[src/rtl/sdclk_pkg.sv]
package sdclk_pkg;

  localparam int CTRL_W      = 32;
  localparam int HS_STOP_POS = 9;
  localparam int SD_STOP_POS = 8;
  localparam int PRE_LSB     = 2;
  localparam int PRE_W       = 3;
  localparam int FIN_LSB     = 0;
  localparam int FIN_W       = 2;
  localparam int HS_STOP_MIN = 2;   // pre codes from here upward stop the high-speed clock in presets

  typedef struct packed {
    logic             stop_hs;
    logic             stop_sd;
    logic [PRE_W-1:0] pre;
    logic [FIN_W-1:0] fin;
  } sdclk_cfg_t;

  localparam logic [CTRL_W-1:0] CTRL_MASK =
    (CTRL_W'(1) << HS_STOP_POS) | (CTRL_W'(1) << SD_STOP_POS) |
    (CTRL_W'((1 << PRE_W) - 1) << PRE_LSB) | (CTRL_W'((1 << FIN_W) - 1) << FIN_LSB);

  function automatic logic [CTRL_W-1:0] cfg_pack(sdclk_cfg_t c);
    logic [CTRL_W-1:0] w;
    w = '0;
    w[HS_STOP_POS] = c.stop_hs;
    w[SD_STOP_POS] = c.stop_sd;
    w[PRE_LSB +: PRE_W] = c.pre;
    w[FIN_LSB +: FIN_W] = c.fin;
    return w;
  endfunction

  function automatic sdclk_cfg_t cfg_unpack(logic [CTRL_W-1:0] w);
    sdclk_cfg_t c;
    c.stop_hs = w[HS_STOP_POS];
    c.stop_sd = w[SD_STOP_POS];
    c.pre     = w[PRE_LSB +: PRE_W];
    c.fin     = w[FIN_LSB +: FIN_W];
    return c;
  endfunction

  // Preset entry e: first run uses the /4 final stage, second run the /2 stage.
  function automatic sdclk_cfg_t preset_entry(int e, int max_pre);
    sdclk_cfg_t c;
    int p;
    if (e <= max_pre) begin
      p     = e;
      c.fin = FIN_W'(1);
    end else begin
      p     = e - (max_pre + 1);
      c.fin = FIN_W'(0);
    end
    c.pre     = PRE_W'(p);
    c.stop_sd = 1'b0;
    c.stop_hs = (p >= HS_STOP_MIN);
    return c;
  endfunction

endpackage

[src/rtl/sdclk_regs.sv]
module sdclk_regs
  import sdclk_pkg::*;
#(
  parameter int MAX_PRE    = 4,
  parameter bit SKIP_FIRST = 1'b0,
  localparam int N_ENTRY   = 2 * (MAX_PRE + 1),
  localparam int IDX_W     = $clog2(N_ENTRY)
) (
  input  logic              clk,
  input  logic              rst_n,
  input  logic              wr_en,
  input  logic [CTRL_W-1:0] wr_data,
  input  logic              sel_we,
  input  logic [IDX_W-1:0]  sel_idx,
  input  logic              en_req,
  input  logic              dis_req,
  output sdclk_cfg_t        cfg,
  output logic [CTRL_W-1:0] rd_data,
  output logic              enabled
);

  localparam int USABLE = N_ENTRY - (SKIP_FIRST ? 1 : 0);
  localparam int FIRST  = SKIP_FIRST ? 1 : 0;

  function automatic sdclk_cfg_t reset_cfg();
    sdclk_cfg_t c;
    c = preset_entry(FIRST, MAX_PRE);
    c.stop_hs = 1'b1;
    c.stop_sd = 1'b1;
    return c;
  endfunction

  sdclk_cfg_t cfg_q, cfg_d, sel_cfg;
  logic       sel_ok;

  always_comb begin
    sel_ok  = (int'(sel_idx) < USABLE);
    sel_cfg = preset_entry(int'(sel_idx) + FIRST, MAX_PRE);
  end

  // Later steps override earlier ones: write, preset, enable, disable.
  always_comb begin
    cfg_d = cfg_q;
    if (wr_en)
      cfg_d = cfg_unpack(wr_data);
    if (sel_we && sel_ok)
      cfg_d = sel_cfg;
    if (en_req) begin
      cfg_d.stop_sd = 1'b0;
      cfg_d.stop_hs = (int'(cfg_d.pre) >= HS_STOP_MIN);
    end
    if (dis_req) begin
      cfg_d.stop_sd = 1'b1;
      cfg_d.stop_hs = 1'b1;
    end
  end

  always_ff @(posedge clk) begin
    if (!rst_n) cfg_q <= reset_cfg();
    else        cfg_q <= cfg_d;
  end

  assign cfg     = cfg_q;
  assign rd_data = cfg_pack(cfg_q);
  assign enabled = ~cfg_q.stop_hs & ~cfg_q.stop_sd;

  assert_dis_forces_stop_R7: assert property (@(posedge clk) disable iff (!rst_n)
    dis_req |=> (rd_data[HS_STOP_POS] && rd_data[SD_STOP_POS]));

  assert_en_clears_sd_stop_R9: assert property (@(posedge clk) disable iff (!rst_n)
    (en_req && !dis_req) |=> !rd_data[SD_STOP_POS]);

  assert_write_readback_R2: assert property (@(posedge clk) disable iff (!rst_n)
    (wr_en && !sel_we && !en_req && !dis_req) |=> (rd_data == ($past(wr_data) & CTRL_MASK)));

endmodule

[src/rtl/sdclk_divider.sv]
module sdclk_divider
  import sdclk_pkg::*;
#(
  parameter int MAX_PRE = 4,
  localparam int CNT_W  = (MAX_PRE < 1) ? 1 : MAX_PRE
) (
  input  logic       clk,
  input  logic       rst_n,
  input  sdclk_cfg_t cfg,
  output logic       sd_clk,
  output logic       hs_ce
);

  logic [PRE_W-1:0] act_pre;
  logic             act_fin;
  logic             sd_run, hs_run;
  logic [CNT_W-1:0] pcnt;
  logic             fph;
  logic [PRE_W-1:0] pre_clamped;
  logic [CNT_W-1:0] limit;
  logic             pend, toggle, upd;

  always_comb begin
    pre_clamped = (int'(cfg.pre) > MAX_PRE) ? PRE_W'(MAX_PRE) : cfg.pre;
    limit       = CNT_W'((1 << act_pre) - 1);
    pend        = (pcnt == limit);
    toggle      = sd_run && pend && (!act_fin || fph);
    // Settings are taken over only at a clean point of the output waveform.
    if (sd_run)      upd = toggle && sd_clk;
    else if (hs_run) upd = pend;
    else             upd = 1'b1;
  end

  always_ff @(posedge clk) begin
    if (!rst_n) begin
      act_pre <= '0;
      act_fin <= 1'b0;
      sd_run  <= 1'b0;
      hs_run  <= 1'b0;
      pcnt    <= '0;
      fph     <= 1'b0;
      sd_clk  <= 1'b0;
    end else if (upd) begin
      act_pre <= pre_clamped;
      act_fin <= cfg.fin[0];
      sd_run  <= ~cfg.stop_sd;
      hs_run  <= ~cfg.stop_hs;
      pcnt    <= '0;
      fph     <= 1'b0;
      sd_clk  <= 1'b0;
    end else begin
      if (pend) begin
        pcnt <= '0;
        if (act_fin) fph <= ~fph;
      end else begin
        pcnt <= pcnt + CNT_W'(1);
      end
      if (toggle) sd_clk <= ~sd_clk;
    end
  end

  assign hs_ce = hs_run && pend;

  assert_sd_moves_only_running_R5: assert property (@(posedge clk) disable iff (!rst_n)
    !$stable(sd_clk) |-> $past(sd_run));

  assert_switch_at_boundary_R6: assert property (@(posedge clk) disable iff (!rst_n)
    (!$stable(act_pre) || !$stable(act_fin)) |-> ($fell(sd_clk) || !$past(sd_run)));

endmodule

[src/rtl/sd_clk_gen.sv]
module sd_clk_gen
  import sdclk_pkg::*;
#(
  parameter int MAX_PRE    = 4,
  parameter bit SKIP_FIRST = 1'b0,
  localparam int IDX_W     = $clog2(2 * (MAX_PRE + 1))
) (
  input  logic              clk,
  input  logic              rst_n,
  input  logic              cfg_we,
  input  logic [CTRL_W-1:0] cfg_wdata,
  input  logic              sel_we,
  input  logic [IDX_W-1:0]  sel_idx,
  input  logic              en_req,
  input  logic              dis_req,
  output logic [CTRL_W-1:0] cfg_rdata,
  output logic              clk_enabled,
  output logic              sd_clk,
  output logic              hs_ce
);

  sdclk_cfg_t cfg;

  sdclk_regs #(.MAX_PRE(MAX_PRE), .SKIP_FIRST(SKIP_FIRST)) u_regs (
    .clk     (clk),
    .rst_n   (rst_n),
    .wr_en   (cfg_we),
    .wr_data (cfg_wdata),
    .sel_we  (sel_we),
    .sel_idx (sel_idx),
    .en_req  (en_req),
    .dis_req (dis_req),
    .cfg     (cfg),
    .rd_data (cfg_rdata),
    .enabled (clk_enabled)
  );

  sdclk_divider #(.MAX_PRE(MAX_PRE)) u_div (
    .clk    (clk),
    .rst_n  (rst_n),
    .cfg    (cfg),
    .sd_clk (sd_clk),
    .hs_ce  (hs_ce)
  );

endmodule

[config.mk]
export PLATFORM = sky130hd
export DESIGN_NAME = sd_clk_gen
export DESIGN_NICKNAME = d
export VERILOG_FILES = /design/src/rtl/sdclk_pkg.sv /design/src/rtl/sdclk_regs.sv /design/src/rtl/sdclk_divider.sv /design/src/rtl/sd_clk_gen.sv
export SDC_FILE = /design/constraint.sdc
export NUM_CORES = 1
export LEC_CHECK = 0
export BUFFER_PORTS_ARGS = -buffer_cell sky130_fd_sc_hd__buf_2
export CAP_MARGIN = 20
export CORE_MARGIN = 1.5
export CORE_UTILIZATION = 45
export CTS_CLUSTER_DIAMETER = 150
export DETAILED_ROUTE_END_ITERATION = 10
export GPL_TIMING_DRIVEN = 0
export PLACE_DENSITY = 0.82
export SETUP_SLACK_MARGIN = 0.5
export SLEW_MARGIN = 20
export SYNTH_ARGS = -nofsm -noshare
export SYNTH_HDL_FRONTEND = slang
export SYNTH_SLANG_ARGS = --single-unit
[constraint.sdc]
create_clock -name clk -period 4.9 [get_ports clk]
set_input_delay 1.47 -clock clk [delete_from_list [all_inputs] [get_ports clk]]
set_output_delay 1.47 -clock clk [all_outputs]
set_load 0.01 [all_outputs]
==> summary.md <==
| Metric | Value |
|---|---|
| DP Worst Slack | 1286 ps |
| Detailed-route wire length per cell | 10.34 um |
| IR drop worst, VDD | roughly 0.18 mV |
| Number of global-route vias before repair | just over 900 |
| Final hold vios | 0 |
| CP Launch Type | flip-flop |
| Nets | 255 |
| Max Slew Vio Count | 0 |
| I/O pin count | 77 |
| Avg Cell Area, Syn | 8.312 um^2 |
| Clk sinks | 19 |
| Power Density | ~240 nW/um^2 |
| Root buf cell | clkbuf_4 |
| Drt via density | 4.642 |
| RSZ-0062 raised after global routing | no |
| #FFs+latches synth | 19 |
| Die height | 56.85 um |
| DP Wirelength | 1952 um |
| First-pass GRT wire length | 3905 um |
| Setup CP Type | reg -> out |
| Area delta synth->final | 21.09% |
| Routed Antenna Nets | 0 |
| CTS H-tree lvls | 1 |
| Post-Place Cells | around 240 |
| Routed via count | 1114 |
| Slew Limit Headroom | between 60 and 70% |
| Drt drc | 0 |
| Finished Layout Cells | 240 |
| Post-CTS Resized | 0 |
| Post-synthesis sequential area ratio | 29.15% |
| Hold_ws | 487.8 ps |
| Post-CTS Repair Setup Buffers | 0 |
| Layout cells sized above 1 | 27.75% |
| Synth warnings | 0 |
| GRT Total Usage | 15.30% |
| Die width | 56.85 um |
| Port Buffer Count | 24 |
| Setup crit end kind | output pin |
| Status | finished clean |
| Worst Path Required | 3430 ps |
| Buf/Inv on CP | 2 |
| Max-cap viol count | 0 |
| TNS Setup | 0 ps |
| CP max stage delay | 380 ps |
| CP top delay family | simple AND/OR/NAND/NOR gates |
| Cell Rows | 19 |
| RePlAce Congestion | 0.7391 |
| Cells after Synth | 157 |
| Max Clock Freq | 252.9 MHz |
| CTS Hold Buffers Added | 0 |
| Antenna violations before repair | 0 |
| Initial Util | 47.32% |
| Clk_lat worst skew | 300 ps |
| Largest net degree at the start of global routing | 11 |
| Leakage power | 0.7900 nW |
| Min-Delay Path Class | reg -> reg |
| Critical Path AT | ~2500 ps |
| Core ar. | 2758 um^2 |
| Period minus WS final | between 3000 and 4000 ps |
| DRT Pass-1 Iters | 5 |
| Slowest-stage cell, CP | or3_1 |
| CP Max Fanout | 10 |
| Clk buf depth | 2 |
| Fin crit share | approximately four fifths |
| Clock slew at reported path FFs | 110 ps |
| Slew @ Worst Pin | 571.6 ps |
| TritonCTS clock tree | built |
| Clk_skew | ~7.3 ps |
| Yosys cell types | 42 |
| CTS buffer count | 3 |
| Initial DRC Count | 25 |
| Final setup vio count | 0 |
| Final wirelength | 2482 um |
| GRT overflow | 0 |
| Worst-path cell chain | or3_1 -> ha_1 -> xnor2_1 -> a311o_1 -> or3_4 -> buf_6 -> nor2_1 -> buf_2 |
| Post-Syn Area | 1305 um^2 |
| Worst Setup Slack, final | 946.5 ps |
| Antenna cells | 0 |
| Die footprint | 3232 um^2 |
[tightest hold or removal path: stages (launching register included)]
cell and delay (ps):
dfxtp_1 320, o21ai_0 70, a211oi_1 70
[path summary, 6_finish.rpt]
check                                      start                to  slack, ps  cells after the start
worst min register to register         u_div.fph         u_div.fph        490                      2
worst min-delay path                   u_div.fph         u_div.fph        490                      2
worst max register to register  u_div.act_pre[0]  u_div.act_pre[2]       2390                      7
worst max-delay path            u_div.act_pre[0]             hs_ce        950                      8
[area by class of cell]
class,count,area [um^2]
sequential,19,380.4
tap,31,38.79
timing repair buffer,24,120.1
buffer,31,217.7
fill,271,1177
inverter,5,18.77
clock buffer,4,26.28
multi-input combinational,126,778.2
[cell usage in the layout (no fill, tap or decap), types with 2 or more instances in the layout]
cell type and instances:
dfxtp_1 19, nor2b_1 2, and2_1 3, nand2_1 11
a21oi_1 9, clkbuf_4 3, nor2_1 14, ha_1 3
clkbuf_1 6, a211oi_1 2, inv_1 5, buf_4 25
mux2i_1 10, nand3_1 2, xnor2_1 4, nand3b_1 3
nor3_1 2, or3_1 2, xor2_1 2, o211ai_1 2
o21ai_0 6, a31oi_1 2, conb_1 25, buf_2 24
nand2b_1 4
[cells by family (layout without fill, tap and decap cells)]
family	after synthesis	in the layout	synth area share [%]
simple gates	49	49	19.85
buf+inv	36	64	18.12
flops	19	19	29.15
xor+xnor	6	6	4.027
mux	10	10	7.670
other cells	1	25	0.2874
compound gates	33	33	18.03
fa+ha+maj	3	3	2.877
[synthesized netlist by cell type]
master,count,share of area [%]
dfxtp_1,19,29
o211ai_1,2,1.2
buf_6,1,0.86
a21o_1,1,0.58
xor2_1,2,1.3
and2_1,3,1.4
o21a_1,1,0.58
o2111ai_1,1,0.67
inv_1,5,1.4
o21ai_0,6,2.3
xnor2_1,4,2.7
o41ai_1,1,0.67
or2_1,1,0.48
a211oi_1,2,1.2
a211o_1,1,0.67
nand2b_1,4,1.9
buf_4,25,14
o32ai_1,1,0.67
a221oi_1,1,0.67
a221o_1,1,0.77
o221a_2,1,0.86
and2b_2,1,0.67
nand4_1,1,0.48
a311oi_1,1,0.67
conb_1,1,0.29
or3_1,2,0.96
a311o_1,1,0.77
or2b_1,1,0.58
clkbuf_1,5,1.4
ha_1,3,2.9
nand3_1,2,0.77
mux2i_1,10,7.7
a31oi_1,2,0.96
nor2_1,14,4.0
nand2_1,11,3.2
nor3_1,2,0.77
a21oi_1,9,3.5
a21boi_4,1,1.4
nor2b_1,2,0.96
or3_4,1,0.86
nand2b_4,1,1.1
nand3b_1,3,1.7
[through the flow]
step | total power, mW | util (%) | cell area (um^2)
floorplan | 0.2801 | - | 1395
global placement | 0.3053 | 56.35 | 1554
detailed placement | 0.3081 | 56.35 | 1554
CTS | 0.3869 | 57.30 | 1580
global route | 0.4102 | 57.30 | 1580
finish | 0.3847 | 57.30 | 1580
[where the power goes]
part	total [mW]	switching (mW)	internal (mW)	leakage (nW)
Combinational	0.132	0.0670	0.0653	0.619
Clock	0.0797	0.0480	0.0318	0.0150
Sequential	0.173	0.00869	0.164	0.156
[state kept, by name (all words and copies together), names as in the netlist, named ones only]
signal	cells
u_div.hs_run	1
u_regs.cfg	6
u_div.pcnt	4
u_div.sd_clk	1
u_div.act_fin	1
u_div.act_pre	3
u_div.sd_run	1
u_div.fph	1
[layer usage]
metal,global-route usage (%),share of wire (%)
met5,0,0
met3,4.147,5.7
met2,24.58,47
met4,5.980,1.1
met1,19.38,46
Power figures use the tool's default switching activity.
